==> config.mk <==
export PLATFORM = sky130hd
export DESIGN_NAME = gf_mont_mul
export DESIGN_NICKNAME = d
export VERILOG_FILES = /design/src/rtl/gfm_pkg.sv /design/src/rtl/gfm_capture.sv /design/src/rtl/gfm_serial_core.sv /design/src/rtl/gfm_array_core.sv /design/src/rtl/gf_mont_mul.sv
export SDC_FILE = /design/constraint.sdc
export NUM_CORES = 1
export LEC_CHECK = 0
export BUFFER_PORTS_ARGS = -buffer_cell sky130_fd_sc_hd__buf_2
export CAP_MARGIN = 30
export CORE_UTILIZATION = 40
export CTS_CLUSTER_SIZE = 25
export DETAILED_ROUTE_END_ITERATION = 8
export PLACE_DENSITY = 0.63
export SLEW_MARGIN = 20
export SYNTH_ARGS = -nofsm -noshare
export SYNTH_HDL_FRONTEND = slang
export SYNTH_SLANG_ARGS = --single-unit
export TNS_END_PERCENT = 5
==> constraint.sdc <==
create_clock -name clk -period 2.1 [get_ports clk]
set_input_delay 0.105 -clock clk [delete_from_list [all_inputs] [get_ports clk]]
set_output_delay 0.105 -clock clk [all_outputs]
set_load 0.05 [all_outputs]
==> src/rtl/gfm_pkg.sv <==
package gfm_pkg;

    parameter int GF_MAX_DEG = 8;
    localparam int DEG_W = $clog2(GF_MAX_DEG + 1);
    localparam int IDX_W = (GF_MAX_DEG > 1) ? $clog2(GF_MAX_DEG) : 1;

    typedef logic [GF_MAX_DEG-1:0] gf_elem_t;
    typedef logic [GF_MAX_DEG:0]   gf_poly_t;
    typedef logic [DEG_W-1:0]      deg_t;
    typedef logic [IDX_W-1:0]      idx_t;

    typedef struct packed {
        gf_elem_t a;
        gf_elem_t b;
        gf_poly_t poly;
        deg_t     deg;
    } gf_op_t;

    typedef enum logic {
        GFM_IDLE = 1'b0,
        GFM_RUN  = 1'b1
    } gfm_state_t;

    // Degree limited to 1..GF_MAX_DEG
    function automatic deg_t clamp_deg(deg_t d);
        if (d == '0)
            return deg_t'(1);
        if (int'(d) > GF_MAX_DEG)
            return deg_t'(GF_MAX_DEG);
        return d;
    endfunction

    // Ones in the low d positions
    function automatic gf_elem_t deg_mask(deg_t d);
        gf_elem_t m;
        for (int i = 0; i < GF_MAX_DEG; i++)
            m[i] = (i < int'(d));
        return m;
    endfunction

    // Low d coefficients from the input, x^d forced, rest cleared
    function automatic gf_poly_t form_poly(gf_poly_t p, deg_t d);
        gf_poly_t q;
        for (int i = 0; i <= GF_MAX_DEG; i++)
            q[i] = (i < int'(d)) ? p[i] : (i == int'(d));
        return q;
    endfunction

    // One Montgomery step: add B on bit, make even with p, halve
    function automatic gf_elem_t mont_step(gf_elem_t acc, logic abit,
                                           gf_elem_t b, gf_poly_t p);
        gf_poly_t t;
        t = {1'b0, acc};
        if (abit)
            t = t ^ {1'b0, b};
        if (t[0])
            t = t ^ p;
        return t[GF_MAX_DEG:1];
    endfunction

endpackage

==> src/rtl/gfm_capture.sv <==
module gfm_capture
    import gfm_pkg::*;
(
    input  logic     clk,
    input  logic     rst,
    input  logic     start,
    input  gf_elem_t a_in,
    input  gf_elem_t b_in,
    input  gf_poly_t poly_in,
    input  deg_t     deg_in,
    input  logic     core_last,
    output logic     busy,
    output logic     accept,
    output gf_op_t   ops
);

    gfm_state_t state;
    deg_t       deg_c;

    assign deg_c  = clamp_deg(deg_in);
    assign busy   = (state == GFM_RUN);
    assign accept = start && (state == GFM_IDLE);

    always_ff @(posedge clk) begin
        if (rst) begin
            state <= GFM_IDLE;
            ops   <= '0;
        end else begin
            case (state)
                GFM_IDLE: begin
                    if (start) begin
                        ops.a    <= a_in & deg_mask(deg_c);
                        ops.b    <= b_in & deg_mask(deg_c);
                        ops.poly <= form_poly(poly_in, deg_c);
                        ops.deg  <= deg_c;
                        state    <= GFM_RUN;
                    end
                end
                GFM_RUN: begin
                    if (core_last)
                        state <= GFM_IDLE;
                end
                default: state <= GFM_IDLE;
            endcase
        end
    end

endmodule

==> src/rtl/gfm_serial_core.sv <==
module gfm_serial_core
    import gfm_pkg::*;
(
    input  logic     clk,
    input  logic     rst,
    input  logic     load,
    input  logic     run,
    input  gf_op_t   ops,
    output gf_elem_t val,
    output logic     last
);

    gf_elem_t acc;
    idx_t     idx;

    assign val  = mont_step(acc, ops.a[idx], ops.b, ops.poly);
    assign last = (DEG_W'(idx) == ops.deg - DEG_W'(1));

    always_ff @(posedge clk) begin
        if (rst) begin
            acc <= '0;
            idx <= '0;
        end else if (load) begin
            acc <= '0;
            idx <= '0;
        end else if (run) begin
            acc <= val;
            idx <= idx + idx_t'(1);
        end
    end

endmodule

==> src/rtl/gfm_array_core.sv <==
module gfm_array_core
    import gfm_pkg::*;
(
    input  gf_op_t   ops,
    output gf_elem_t val
);

    gf_elem_t chain [0:GF_MAX_DEG];

    assign chain[0] = '0;

    for (genvar i = 0; i < GF_MAX_DEG; i++) begin : g_stage
        assign chain[i+1] = (i < int'(ops.deg))
                          ? mont_step(chain[i], ops.a[i], ops.b, ops.poly)
                          : chain[i];
    end

    assign val = chain[GF_MAX_DEG];

endmodule

==> src/rtl/gf_mont_mul.sv <==
module gf_mont_mul
    import gfm_pkg::*;
#(
    parameter bit UNROLL = 1'b0
) (
    input  logic                  clk,
    input  logic                  rst,
    input  logic                  start,
    input  logic [GF_MAX_DEG-1:0] a_in,
    input  logic [GF_MAX_DEG-1:0] b_in,
    input  logic [GF_MAX_DEG:0]   poly_in,
    input  logic [DEG_W-1:0]      deg_in,
    output logic [GF_MAX_DEG-1:0] result,
    output logic                  done
);

    logic     busy;
    logic     accept;
    gf_op_t   ops_q;
    gf_elem_t core_val;
    logic     core_last;
    logic     finish;

    gfm_capture u_capture (
        .clk       (clk),
        .rst       (rst),
        .start     (start),
        .a_in      (a_in),
        .b_in      (b_in),
        .poly_in   (poly_in),
        .deg_in    (deg_in),
        .core_last (core_last),
        .busy      (busy),
        .accept    (accept),
        .ops       (ops_q)
    );

    if (UNROLL) begin : g_array
        gfm_array_core u_core (
            .ops (ops_q),
            .val (core_val)
        );
        assign core_last = 1'b1;
    end else begin : g_serial
        gfm_serial_core u_core (
            .clk  (clk),
            .rst  (rst),
            .load (accept),
            .run  (busy),
            .ops  (ops_q),
            .val  (core_val),
            .last (core_last)
        );
    end

    assign finish = busy && core_last;

    always_ff @(posedge clk) begin
        if (rst) begin
            result <= '0;
            done   <= 1'b0;
        end else begin
            done <= finish;
            if (finish)
                result <= core_val & deg_mask(ops_q.deg);
        end
    end

endmodule

==> flow_summary.toml <==
[floorplan]
fp.dieH_um = 87.1
io_pins = 41
die_w_um = 87.1
start_util_pct = 41.9
row_count = 30
dieArea_mm2 = 0.00758
design.core.area_mm2 = 0.00691

[pwr]
leakagePower_nw = 1.30
switching_share_pct = 29.3
seq_power_share_pct = 53.8
ir_drop_v = 0.000297
internal_power_w = 0.00132
comb_power_share_pct = 16.4
p_per_area_mw_per_mm2 = 549
power_switching_w = 0.000548
clkPwrFrac_pct = 29.8

[yosys]
synth-seq-cells = 49
ys_warn_count = 0
synth_async_sr_flop_share_pct = 0
synth-edff-count = 0
synth.distinct_cells = 55
seq_area_frac_synth_pct = 33.9
syn-instance-count = 374
synth_top_area_share_pct = 33.9
avgSynthCellArea_um2 = 7.74
synth_ff_type = "dfxtp_1"
syn_nets = 411
synth.cell_area_mm2 = 0.00289
synth_top_area_cell = "dfxtp_1"
ys_top_cells_by_area = "dfxtp_1, nand2_1, a21oi_1"

[clock_network]
clk_latency_ns = 0.31
clk_path_buf_depth = 2
cts-root-buf = "clkbuf_8"
cts.sinks = 49
cts_made_buffers = 5
clkTransAtPathRegs_ns = 0.10
cts_htree_levels = 2
cts_tree = "built"

[worst_setup_path]
path_cells = "mux4_2 > mux2_4 > mux2i_4 > or3_1 > a32o_1"
path_max_fanout = 3
critPathSlowestCell = "mux4_2"
rr_startpoint = "g_serial.u_core.idx[0]"
critPathRequiredTime_ns = 2.31
critPathCapture = "result[5]"
crit_path_max_incr_delay_ns = 0.54
r2r_setup_slack_ns = -0.05
timing.rr.end = "result[5]"
worst_setup_path_end_kind = "flop"
worstPathArrival_ns = 2.36
r2r_cells = 5
start_kind = "flop"
crit_start = "g_serial.u_core.idx[0]"
critical_path_class = "reg2reg"

[outcome]
status = "finished with violations"
violations = "negative setup slack"

[sta]
fmax_mhz = 465
tns_ns = -0.0518
worstMarginPinSlew_ns = 0.537
fin_skew_ns = 0.0103
finalCritPeriodShare_pct = 102
finalHoldViolations = 0
finalSetupViolCount = 1
finalWorstSetupSlack_ns = -0.0518
slew_headroom_pct = 64.2
rsz0062_at_grt = "yes"
post-route-min-period_ns = 2.15
slew_viol_final = 0
hold-worst-slack_ns = 0.0222

[cells_and_area]
final_core_util_pct = 49.3
instances_no_fill = 512
nFillCells = 723
mostFrequentLayoutCells = "dfxtp_1, nand2_1, buf_2, nor2_1, a21oi_1"
drive_above_1_share_pct = 21.6
final_common_cell = "dfxtp_1"
n_antenna_cell = 0
layout.nets = 452
area_growth_pct = 17.7

[detailed_routing]
dr_total_vias = 2754
drc_errors = 0
drt-pass1-iter-count = 4
wl_per_cell_um = 14.5
ant_nets = 0
wl_mm = 7.44
drt_iter0_drc = 136
via_per_inst = 5.38

[place]
placement.io_buffers = 38
placed_cells_incl_taps = 503
dp_hpwl_mm = 5.62
place_congestion = 0.840
pre_cts_ws_ns = -0.0586

[global_route]
grt_pass1_wl_mm = 12.3
grt_overflow_total = 0
grt_start_max_net_pins = 41
grt_usage_pct = 21.2
antenna_found_initial = 0
grt_pass1_vias = 2473

[worst_hold_path]
hp-class = "in2reg"

[flow_run]
max_cap_viol_count = 0
[power by group through the flow]
stage / combinational (W) / sequential, W / clock, W
after CTS: 0.000298 / 0.00101 / 0.000569
after global routing: 0.000340 / 0.00101 / 0.000607
after floorplan: 0.000205 / 0.00101 / 0
final: 0.000306 / 0.00101 / 0.000558
after detailed placement: 0.000295 / 0.00103 / 0
after global placement: 0.000291 / 0.00102 / 0
[synth_stat cells, types with 2 or more instances]
library cell / count
dfxtp_1: 49
nand2_1: 45
nor2_1: 35
a21oi_1: 33
o21ai_0: 28
nand3_1: 24
clkbuf_1: 21
nor3_1: 13
xor2_1: 10
inv_1: 8
nand2b_1: 8
nand3b_1: 8
or3_1: 8
a32o_1: 6
or4_1: 6
a21o_1: 5
a21oi_2: 5
ha_1: 5
a22oi_1: 4
a21boi_0: 3
and2_1: 3
nor2b_1: 3
o211ai_1: 3
or2b_1: 3
a211oi_1: 2
a22o_1: 2
buf_1: 2
mux2i_4: 2
mux4_1: 2
o31ai_1: 2
xnor2_1: 2
[kinds of logic after synthesis]
kind of cell | count (synthesis) | synth area share, %
AND/OR/NAND/NOR | 164 | 28.0
AO/OA/AOI/OAI | 103 | 23.1
flip-flops | 49 | 33.9
buffers and inverters | 35 | 4.97
XOR/XNOR | 12 | 3.63
multiplexers | 6 | 4.24
adder cells (fa/ha/maj) | 5 | 2.16
[metal layers]
| metal | GRT usage [%] | routed length, um | vias up |
|---|---|---|---|
| li1 | - | - | 1410 |
| met1 | 30.4 | 3820 | 1269 |
| met2 | 32.8 | 3260 | 67 |
| met3 | 2.94 | 276 | 8 |
| met4 | 6.21 | 85 | 0 |
| met5 | 0 | 0 | - |
[sequential cells by signal, summed over array words and instances (netlist names)]
register / flops
g_serial.u_core.acc: 8
u_capture.ops: 28
result: 8
g_serial.u_core.idx: 3
done: 1
u_capture.busy: 1
[stage by stage]
step                instance area, um2  power [W]
floorplan                         2890    0.00121
detailed placement                3260    0.00132
finish                            3410    0.00187
global placement                  3260    0.00132
CTS                               3360    0.00187
global route                      3410    0.00196
[cell type report]
cell class	instances	area (um2)	share of cell area, %
sequential	49	985	28.9
tap	96	120	3.53
timing repair buffer	60	368	10.8
clock buffer	5	68.8	2.02
multi-input combinational	290	1810	53.2
inverter	9	33.8	0.992
clock inverter	3	17.5	0.514
[repair_timing]
action | 4_1_cts | 5_1_grt
endpoints found under the setup margin | 6 | 11
hold buffers | 0 | 0
gates resized for setup | 5 | 13
pin swaps | 1 | 4
cloned | 0 | 0
setup buffers | 0 | 1
[worst max-delay path, delay by kind of cell, from the launching register on]
family | cells | cell delay (ns)
multiplexers | 3 | 1.08
flip-flops | 1 | 0.38
AND/OR/NAND/NOR | 1 | 0.38
AO/OA/AOI/OAI | 1 | 0.22
[how the worst min path moves through the flow]
stage	start	endpoint	slack, ns	cells after the start
2_1_floorplan	start	u_capture.busy	0.22	1
3_3_place_gp	b_in[2]	u_capture.ops[15]	0.34	2
3_5_place_dp	a_in[2]	u_capture.ops[23]	0.34	2
4_1_cts	a_in[2]	u_capture.ops[23]	0.008	2
5_1_grt	a_in[2]	u_capture.ops[23]	0.01	2
6_report	a_in[2]	u_capture.ops[23]	0.02	2
Power figures use the tool's default switching activity.
